$ cat src/rtl/fps_pkg.sv
package fps_pkg;

    typedef enum logic [1:0] {
        CMD_PGM  = 2'b00,
        CMD_SERS = 2'b01,
        CMD_CERS = 2'b10,
        CMD_NONE = 2'b11
    } cmd_kind_e;

    typedef enum logic [2:0] {
        ST_IDLE,
        ST_PGM_RUN,
        ST_ERS_RUN,
        ST_ERS_SUSP,
        ST_SUSP_PGM,
        ST_FAKE_PGM,
        ST_FAKE_ERS
    } fsm_st_e;

    localparam logic [6:0] STAT_LOW = 7'h00;
    localparam logic [7:0] RD_NONE  = 8'hFF;

endpackage

$ cat src/rtl/fps_win_timer.sv
module fps_win_timer #(
    parameter int CW = 13
) (
    input  logic          clk,
    input  logic          rst_n,
    input  logic          load,
    input  logic [CW-1:0] load_val,
    output logic          expired
);

    logic [CW-1:0] cnt_q;

    always_ff @(posedge clk or negedge rst_n) begin
        if (!rst_n) begin
            cnt_q <= '0;
        end else if (load) begin
            cnt_q <= load_val;
        end else if (cnt_q != '0) begin
            cnt_q <= cnt_q - 1'b1;
        end
    end

    assign expired = (cnt_q == '0);

    p_hold_zero_r7: assert property (@(posedge clk) disable iff (!rst_n)
        (expired && !load) |=> expired);

endmodule

$ cat src/rtl/fps_addr_qual.sv
module fps_addr_qual #(
    parameter int AW   = 20,
    parameter int NSEC = 16,
    parameter int SW   = 4
) (
    input  logic [AW-1:0]   rd_addr,
    input  logic [AW-1:0]   pgm_addr,
    input  logic [NSEC-1:0] vmask,
    output logic            pgm_hit,
    output logic            ers_hit
);

    logic [NSEC-1:0] sec_onehot;
    logic [SW-1:0]   rd_sec;

    assign rd_sec = rd_addr[AW-1 -: SW];

    for (genvar s = 0; s < NSEC; s++) begin : g_dec
        assign sec_onehot[s] = (rd_sec == SW'(s));
    end

    assign ers_hit = |(sec_onehot & vmask);
    assign pgm_hit = (rd_addr == pgm_addr);

endmodule

$ cat src/rtl/fps_ctrl.sv
module fps_ctrl
    import fps_pkg::*;
#(
    parameter int AW      = 20,
    parameter int NSEC    = 16,
    parameter int SW      = 4,
    parameter int CW      = 13,
    parameter int PGM_WIN = 50,
    parameter int ERS_WIN = 5000
) (
    input  logic            clk,
    input  logic            rst_n,
    input  logic            cmd_start,
    input  logic [1:0]      cmd_kind,
    input  logic [AW-1:0]   cmd_addr,
    input  logic            cmd_dq7,
    input  logic [NSEC-1:0] sec_prot,
    input  logic [NSEC-1:0] ers_sel,
    input  logic            ers_susp,
    input  logic            seq_busy,
    input  logic            rd_en,
    input  logic [7:0]      array_data,
    input  logic            pgm_hit,
    input  logic            ers_hit,
    input  logic            tmr_expired,
    output logic            tmr_load,
    output logic [CW-1:0]   tmr_val,
    output logic [AW-1:0]   paddr_q,
    output logic [NSEC-1:0] vmask_q,
    output logic            alg_start,
    output logic            alg_is_erase,
    output logic [NSEC-1:0] alg_sec_mask,
    output logic            rd_valid,
    output logic [7:0]      rd_data
);

    fsm_st_e         st_q, st_d;
    cmd_kind_e       kind;
    logic [SW-1:0]   tgt;
    logic            tgt_prot;
    logic [NSEC-1:0] eff_mask;
    logic            is_ers, idle_go;
    logic            acc_pgm, fake_pgm, acc_ers, fake_ers, acc_spgm;
    logic            pgm_seen_q, ers_seen_q, pbit_q;
    logic [7:0]      rd_val;
    logic [7:0]      pgm_stat;

    // command decode against the protection state
    always_comb begin
        kind     = cmd_kind_e'(cmd_kind);
        tgt      = cmd_addr[AW-1 -: SW];
        tgt_prot = sec_prot[tgt];
        is_ers   = (kind == CMD_SERS) || (kind == CMD_CERS);
        eff_mask = (kind == CMD_CERS) ? ~sec_prot : (ers_sel & ~sec_prot);
        idle_go  = (st_q == ST_IDLE) && cmd_start;
        acc_pgm  = idle_go && (kind == CMD_PGM) && !tgt_prot;
        fake_pgm = idle_go && (kind == CMD_PGM) && tgt_prot;
        acc_ers  = idle_go && is_ers && (eff_mask != '0);
        fake_ers = idle_go && is_ers && (eff_mask == '0);
        acc_spgm = (st_q == ST_ERS_SUSP) && cmd_start && (kind == CMD_PGM) && !tgt_prot;
    end

    assign tmr_load = fake_pgm | fake_ers;
    assign tmr_val  = fake_pgm ? CW'(PGM_WIN - 1) : CW'(ERS_WIN - 1);

    // next-state logic
    always_comb begin
        st_d = st_q;
        unique case (st_q)
            ST_IDLE: begin
                if (acc_pgm)       st_d = ST_PGM_RUN;
                else if (fake_pgm) st_d = ST_FAKE_PGM;
                else if (acc_ers)  st_d = ST_ERS_RUN;
                else if (fake_ers) st_d = ST_FAKE_ERS;
            end
            ST_PGM_RUN: begin
                if (pgm_seen_q && !seq_busy) st_d = ST_IDLE;
            end
            ST_ERS_RUN: begin
                if (ers_susp)                     st_d = ST_ERS_SUSP;
                else if (ers_seen_q && !seq_busy) st_d = ST_IDLE;
            end
            ST_ERS_SUSP: begin
                if (acc_spgm)      st_d = ST_SUSP_PGM;
                else if (!ers_susp) st_d = ST_ERS_RUN;
            end
            ST_SUSP_PGM: begin
                if (pgm_seen_q && !seq_busy) st_d = ST_ERS_SUSP;
            end
            ST_FAKE_PGM, ST_FAKE_ERS: begin
                if (tmr_expired) st_d = ST_IDLE;
            end
            default: st_d = ST_IDLE;
        endcase
    end

    // state register
    always_ff @(posedge clk or negedge rst_n) begin
        if (!rst_n) st_q <= ST_IDLE;
        else        st_q <= st_d;
    end

    // read answer selection
    always_comb begin
        pgm_stat = {~pbit_q, STAT_LOW};
        rd_val   = RD_NONE;
        unique case (st_q)
            ST_IDLE:                  rd_val = array_data;
            ST_PGM_RUN, ST_FAKE_PGM,
            ST_SUSP_PGM:              rd_val = pgm_hit ? pgm_stat : RD_NONE;
            ST_ERS_RUN, ST_FAKE_ERS:  rd_val = ers_hit ? {1'b0, STAT_LOW} : RD_NONE;
            ST_ERS_SUSP:              rd_val = ers_hit ? {1'b1, STAT_LOW} : array_data;
            default:                  rd_val = RD_NONE;
        endcase
    end

    // context and output registers
    always_ff @(posedge clk or negedge rst_n) begin
        if (!rst_n) begin
            alg_start    <= 1'b0;
            alg_is_erase <= 1'b0;
            alg_sec_mask <= '0;
            paddr_q      <= '0;
            pbit_q       <= 1'b0;
            vmask_q      <= '0;
            pgm_seen_q   <= 1'b0;
            ers_seen_q   <= 1'b0;
            rd_valid     <= 1'b0;
            rd_data      <= RD_NONE;
        end else begin
            alg_start    <= acc_pgm | acc_ers | acc_spgm;
            alg_is_erase <= acc_ers;
            alg_sec_mask <= acc_ers ? eff_mask : '0;
            if (acc_pgm || fake_pgm || acc_spgm) begin
                paddr_q <= cmd_addr;
                pbit_q  <= cmd_dq7;
            end
            if (acc_ers || fake_ers) begin
                if (kind == CMD_CERS) vmask_q <= acc_ers ? ~sec_prot : '1;
                else                  vmask_q <= ers_sel;
            end
            if (acc_pgm || acc_spgm)
                pgm_seen_q <= 1'b0;
            else if ((st_q == ST_PGM_RUN || st_q == ST_SUSP_PGM) && seq_busy)
                pgm_seen_q <= 1'b1;
            if (acc_ers || (st_q == ST_ERS_SUSP && st_d == ST_ERS_RUN))
                ers_seen_q <= 1'b0;
            else if (st_q == ST_ERS_RUN && seq_busy)
                ers_seen_q <= 1'b1;
            rd_valid <= rd_en;
            if (rd_en) rd_data <= rd_val;
        end
    end

    p_rd_answer_r10: assert property (@(posedge clk) disable iff (!rst_n)
        rd_en |=> rd_valid);

    p_prot_pgm_nostart_r6: assert property (@(posedge clk) disable iff (!rst_n)
        (st_q == ST_IDLE && cmd_start && kind == CMD_PGM && sec_prot[tgt]) |=> !alg_start);

    p_mask_skip_r8: assert property (@(posedge clk) disable iff (!rst_n)
        alg_start |-> ((alg_sec_mask & $past(sec_prot)) == '0));

    p_busy_ignore_r11: assert property (@(posedge clk) disable iff (!rst_n)
        (st_q == ST_PGM_RUN || st_q == ST_ERS_RUN || st_q == ST_SUSP_PGM ||
         st_q == ST_FAKE_PGM || st_q == ST_FAKE_ERS) |=> !alg_start);

    p_susp_hold_r4: assert property (@(posedge clk) disable iff (!rst_n)
        (st_q == ST_ERS_SUSP && ers_susp && !cmd_start) |=> (st_q == ST_ERS_SUSP));

endmodule

$ cat src/rtl/flash_poll_status.sv
module flash_poll_status #(
    parameter int AW      = 20,
    parameter int NSEC    = 16,
    parameter int CLK_MHZ = 50,
    parameter int PGM_US  = 1,
    parameter int ERS_US  = 100
) (
    input  logic            clk,
    input  logic            rst_n,
    input  logic            cmd_start,
    input  logic [1:0]      cmd_kind,
    input  logic [AW-1:0]   cmd_addr,
    input  logic            cmd_dq7,
    input  logic [NSEC-1:0] sec_prot,
    input  logic [NSEC-1:0] ers_sel,
    input  logic            ers_susp,
    input  logic            seq_busy,
    input  logic            rd_en,
    input  logic [AW-1:0]   rd_addr,
    input  logic [7:0]      array_data,
    output logic            alg_start,
    output logic            alg_is_erase,
    output logic [NSEC-1:0] alg_sec_mask,
    output logic            rd_valid,
    output logic [7:0]      rd_data
);

    localparam int SW      = $clog2(NSEC);
    localparam int PGM_WIN = CLK_MHZ * PGM_US;
    localparam int ERS_WIN = CLK_MHZ * ERS_US;
    localparam int MAX_WIN = (ERS_WIN > PGM_WIN) ? ERS_WIN : PGM_WIN;
    localparam int CW      = $clog2(MAX_WIN + 1);

    logic            tmr_load, tmr_expired;
    logic [CW-1:0]   tmr_val;
    logic [AW-1:0]   paddr_q;
    logic [NSEC-1:0] vmask_q;
    logic            pgm_hit, ers_hit;

    fps_win_timer #(.CW(CW)) u_timer (
        .clk      (clk),
        .rst_n    (rst_n),
        .load     (tmr_load),
        .load_val (tmr_val),
        .expired  (tmr_expired)
    );

    fps_addr_qual #(.AW(AW), .NSEC(NSEC), .SW(SW)) u_qual (
        .rd_addr  (rd_addr),
        .pgm_addr (paddr_q),
        .vmask    (vmask_q),
        .pgm_hit  (pgm_hit),
        .ers_hit  (ers_hit)
    );

    fps_ctrl #(
        .AW(AW), .NSEC(NSEC), .SW(SW), .CW(CW),
        .PGM_WIN(PGM_WIN), .ERS_WIN(ERS_WIN)
    ) u_ctrl (
        .clk          (clk),
        .rst_n        (rst_n),
        .cmd_start    (cmd_start),
        .cmd_kind     (cmd_kind),
        .cmd_addr     (cmd_addr),
        .cmd_dq7      (cmd_dq7),
        .sec_prot     (sec_prot),
        .ers_sel      (ers_sel),
        .ers_susp     (ers_susp),
        .seq_busy     (seq_busy),
        .rd_en        (rd_en),
        .array_data   (array_data),
        .pgm_hit      (pgm_hit),
        .ers_hit      (ers_hit),
        .tmr_expired  (tmr_expired),
        .tmr_load     (tmr_load),
        .tmr_val      (tmr_val),
        .paddr_q      (paddr_q),
        .vmask_q      (vmask_q),
        .alg_start    (alg_start),
        .alg_is_erase (alg_is_erase),
        .alg_sec_mask (alg_sec_mask),
        .rd_valid     (rd_valid),
        .rd_data      (rd_data)
    );

endmodule

$ cat config.mk
export PLATFORM = sky130hd
export DESIGN_NAME = flash_poll_status
export DESIGN_NICKNAME = d
export VERILOG_FILES = /design/src/rtl/fps_pkg.sv /design/src/rtl/fps_win_timer.sv /design/src/rtl/fps_addr_qual.sv /design/src/rtl/fps_ctrl.sv /design/src/rtl/flash_poll_status.sv
export SDC_FILE = /design/constraint.sdc
export NUM_CORES = 1
export LEC_CHECK = 0
export BUFFER_PORTS_ARGS = -buffer_cell sky130_fd_sc_hd__buf_2
export CORE_ASPECT_RATIO = 0.8
export CORE_MARGIN = 2
export CORE_UTILIZATION = 32
export DETAILED_ROUTE_END_ITERATION = 12
export GPL_ROUTABILITY_DRIVEN = 0
export MAX_ROUTING_LAYER = met4
export SYNTH_ARGS = -nofsm -noshare
export SYNTH_HDL_FRONTEND = slang
export SYNTH_SLANG_ARGS = --single-unit
$ cat constraint.sdc
create_clock -name clk -period 2.6 [get_ports clk]
set_input_delay 0.52 -clock clk [delete_from_list [all_inputs] [get_ports clk]]
set_output_delay 0.52 -clock clk [all_outputs]
set_load 0.01 [all_outputs]
==> results.sh <==
export IMPL_postCtsResizedCells=0
export IMPL_postSynth_asyncResetShare_pct=100.0
export IMPL_synth_edf_count=0
export IMPL_final_common_cell="buf_2"
export IMPL_fp_row_count=37
export IMPL_num_vias=3597
export IMPL_power_ir_vdd_worst_v=0.0004239
export IMPL_final_non_filler_cells=709
export IMPL_finalHoldViolCount=0
export IMPL_syn_area_sq_um=4308
export IMPL_crit_path_max_fanout=6
export IMPL_grt_antenna_before_repair=0
export IMPL_skew_ns=0.006021
export IMPL_largest_net_degree_at_the_start_of_global_routing=43
export IMPL_critical_path_class="flop to flop"
export IMPL_drt_pass1_iterations=5
export IMPL_floorplan_die_height_um=107.8
export IMPL_net_count_synth=500
export IMPL_drive_gt1_share_pct=35.65
export IMPL_gr_max_usage_layer="met2"
export IMPL_report_final_slew_viol_count=0
export IMPL_synth_seq_cells=82
export IMPL_worstPathArrival_ns=2.56
export IMPL_wire_length_of_the_first_global_routing_pass_um=18260
export IMPL_postRouteWirelength_um=11350
export IMPL_synth_yosys_seq_area_share_pct=47.87
export IMPL_critPathSlowestCell="or4b_1"
export IMPL_gr_usage_met1_pct=22.78
export IMPL_layout_nets=620
export IMPL_post_synth_cell_types=57
export IMPL_unrepaired_setup_endpoints_after_global_routing="no"
export IMPL_path_delay_family="simple AND/OR/NAND/NOR gates"
export IMPL_drt_initial_drc_count=239
export IMPL_layout_filler_cells=1276
export IMPL_status="finished, final reports clean"
export IMPL_groute_usage_overall_pct=16.66
export IMPL_die_x_um=133.7
export IMPL_clk_latency_ns=0.34
export IMPL_dp_worst_slack_ns=0.04704
export IMPL_post_cts_setup_bufs=0
export IMPL_path_cells="inv_1 -> ha_1 -> or4b_1 -> nor3_4 -> a21oi_1 -> o221a_1 -> a2111o_1"
export IMPL_cts_htree_levels=3
export IMPL_timing_setup_tns_ns=0
export IMPL_cts_sinks=82
export IMPL_setup_worst_path_start_class="flop"
export IMPL_dpl_cell_count=692
export IMPL_drv_max_cap_violation_count=0
export IMPL_fmax_ghz=0.4270
export IMPL_route_detailed_vias_per_inst=5.073
export IMPL_cts_tree="built"
export IMPL_worstHoldPathType="input pin to async pin"
export IMPL_ctsLongestPathBuffers=2
export IMPL_drt_antenna_violating_nets=0
export IMPL_met2_usage_pct=25.05
export IMPL_peak_per_stage_delay_on_the_critical_path_ns=0.53
export IMPL_tritoncts_num_buffers=9
export IMPL_design_core_area_sq_um=13010
export IMPL_synthesis_yosys_warnings=0
export IMPL_worst_setup_hold_path_clk_slew_ns=0.06
export IMPL_area_growth_synth_to_final_pct=26.34
export IMPL_via_count_of_the_first_global_routing_pass=3609
export IMPL_max_slew_margin_rel_pct=43.27
export IMPL_post_route_util_pct=41.84
export IMPL_wl_per_cell_um=16.01
export IMPL_tightest_slew_ns=0.8479
export IMPL_floorplan_initialDensity_pct=33.12
export IMPL_cp_buffers_inverters=1
export IMPL_design_portCount=116
export IMPL_power_leakage_uw=0.002462
export IMPL_clockRootBuffer="clkbuf_16"
export IMPL_grt_overflow_total=0
export IMPL_ys_flop_type="dfrtp_1"
export IMPL_hpwl_um=8844
export IMPL_number_of_hold_repair_buffers_added_at_the_cts_stage=0
export IMPL_worst_path_required_time_ns=2.81
export IMPL_placement_io_buffers=115
export IMPL_use_met3_pct=3.249
export IMPL_power_density_cell_area_nw_per_um2=949.5
export IMPL_synthCells=408
export IMPL_synth_area_per_cell_sq_um=10.56
export IMPL_setup_ws_ns=0.2583
export IMPL_most_frequent_cells_in_the_layout="buf_2, dfrtp_1, nor2_1, nand2_1, mux2_2"
export IMPL_die_area_sq_um=14410
export IMPL_final_period_utilization_pct=90.06
export IMPL_critical_path_endpoint_type="flop"
export IMPL_final_min_clock_period_ns=2.342
export IMPL_drt_drc_violations_left=0
export IMPL_count_of_endpoints_failing_setup_in_the_final_report=0
-- flip-flops by register name (all words and copies together), names as in the netlist --
signal / flops
u_ctrl.alg_is_erase: 1
u_ctrl.alg_sec_mask: 16
u_ctrl.alg_start: 1
u_ctrl.ers_seen_q: 1
u_ctrl.paddr_q: 20
u_ctrl.pbit_q: 1
u_ctrl.pgm_seen_q: 1
u_ctrl.rd_data: 8
u_ctrl.rd_valid: 1
u_ctrl.st_q: 3
u_ctrl.vmask_q: 16
u_timer.cnt_q: 13
-- power by group --
part | switching (uW) | total [uW] | internal, uW
logic | 893 | 1780 | 883
registers | 399 | 2230 | 1830
clock network | 502 | 1170 | 664
-- worst reg2reg max path, stage by stage (launching register included) --
cell and delay, ns:
dfrtp_1 0.37, inv_1 0.09, ha_1 0.22, or4b_1 0.53, nor3_4 0.24, a21oi_1 0.11, o221a_1 0.27, a2111o_1 0.38
-- layout make-up --
| class | instances | area (sq um) | area share, % |
|---|---|---|---|
| inverter | 8 | 30.03 | 0.5517 |
| clock buffer | 10 | 239.0 | 4.391 |
| multi-input combinational | 298 | 2125 | 39.03 |
| tap | 175 | 219.0 | 4.023 |
| sequential | 82 | 2062 | 37.89 |
| clock inverter | 6 | 32.53 | 0.5977 |
| timing repair buffer | 129 | 733.2 | 13.47 |
| antenna | 1 | 2.502 | 0.04598 |
-- routing by layer --
metal / vias up / routed length, um
met5: - / 0
met4: 0 / 180
li1: 1745 / -
met3: 13 / 633
met2: 111 / 5206
met1: 1728 / 5328
-- cells in the mapped netlist (all sizes together) (2+ instances only) --
master	instances	area share (%)
mux2	28	7.3
xnor2	23	4.7
mux4	5	2.6
o2bb2ai	16	3.3
nor3b	2	0.35
dfstp	8	4.9
nor4	4	0.93
or3	3	0.44
a211oi	7	1.2
nand3	7	0.81
nor3	9	1.6
xor2	5	1.0
o31ai	7	1.2
a22oi	2	0.46
ha	3	0.87
clkbuf	9	0.78
o21bai	16	2.8
nor2b	4	0.58
nand2	29	2.5
o21ai	26	3.1
nand4	8	1.2
or4	2	0.35
a31oi	10	1.5
nand2b	3	0.44
a21oi	13	1.5
nor2	41	3.6
a21boi	2	0.35
dfrtp	74	43
buf	11	1.3
mux2i	5	1.2
inv	8	0.70
-- path summary, 6_finish.rpt --
check | startpoint | endpoint | slack, ns | cells past startpoint
max | u_timer.cnt_q[0]$_DFFE_PN0P_ | u_ctrl.st_q[2]$_DFF_PN0_ | 0.26 | 7
min in group clk | cmd_addr[3] | u_ctrl.paddr_q[3]$_DFFE_PN0P_ | 0.41 | 2
max in group asynchronous | rst_n | u_ctrl.rd_data[5]$_DFFE_PN1P_ | 1.80 | 2
min reg2reg | u_ctrl.vmask_q[11]$_DFFE_PN0P_ | u_ctrl.vmask_q[11]$_DFFE_PN0P_ | 0.48 | 2
max reg2reg | u_timer.cnt_q[0]$_DFFE_PN0P_ | u_ctrl.st_q[2]$_DFF_PN0_ | 0.26 | 7
min | rst_n | u_ctrl.rd_valid$_DFF_PN0_ | 0.16 | 1
-- kinds of logic (layout without fill, tap and decap cells) --
logic type                 count (synthesis)  count (layout)  synth area share [%]
other                                      0               1                     0
AOI/OAI and AO/OA                        112             112                 18.07
buffers and inverters                     28             153                 2.817
xor gates and xnor gates                  28              28                 5.693
adders and majority gates                  3               3                0.8714
muxes                                     38              38                 11.10
and+or+nand+nor                          117             117                 13.59
DFF                                       82              82                 47.87
-- per-stage QoR --
step | instance area [sq um] | hold slack [ns] | power, uW
2_1_floorplan | 4308 | 0.2244 | 3438
3_3_place_gp | 5169 | 0.4630 | 3949
3_5_place_dp | 5169 | 0.4703 | 4020
4_1_cts | 5440 | 0.1812 | 5210
5_1_grt | 5440 | 0.2021 | 5538
6_report | 5443 | 0.1600 | 5168
(Power assumes the default switching activity.)
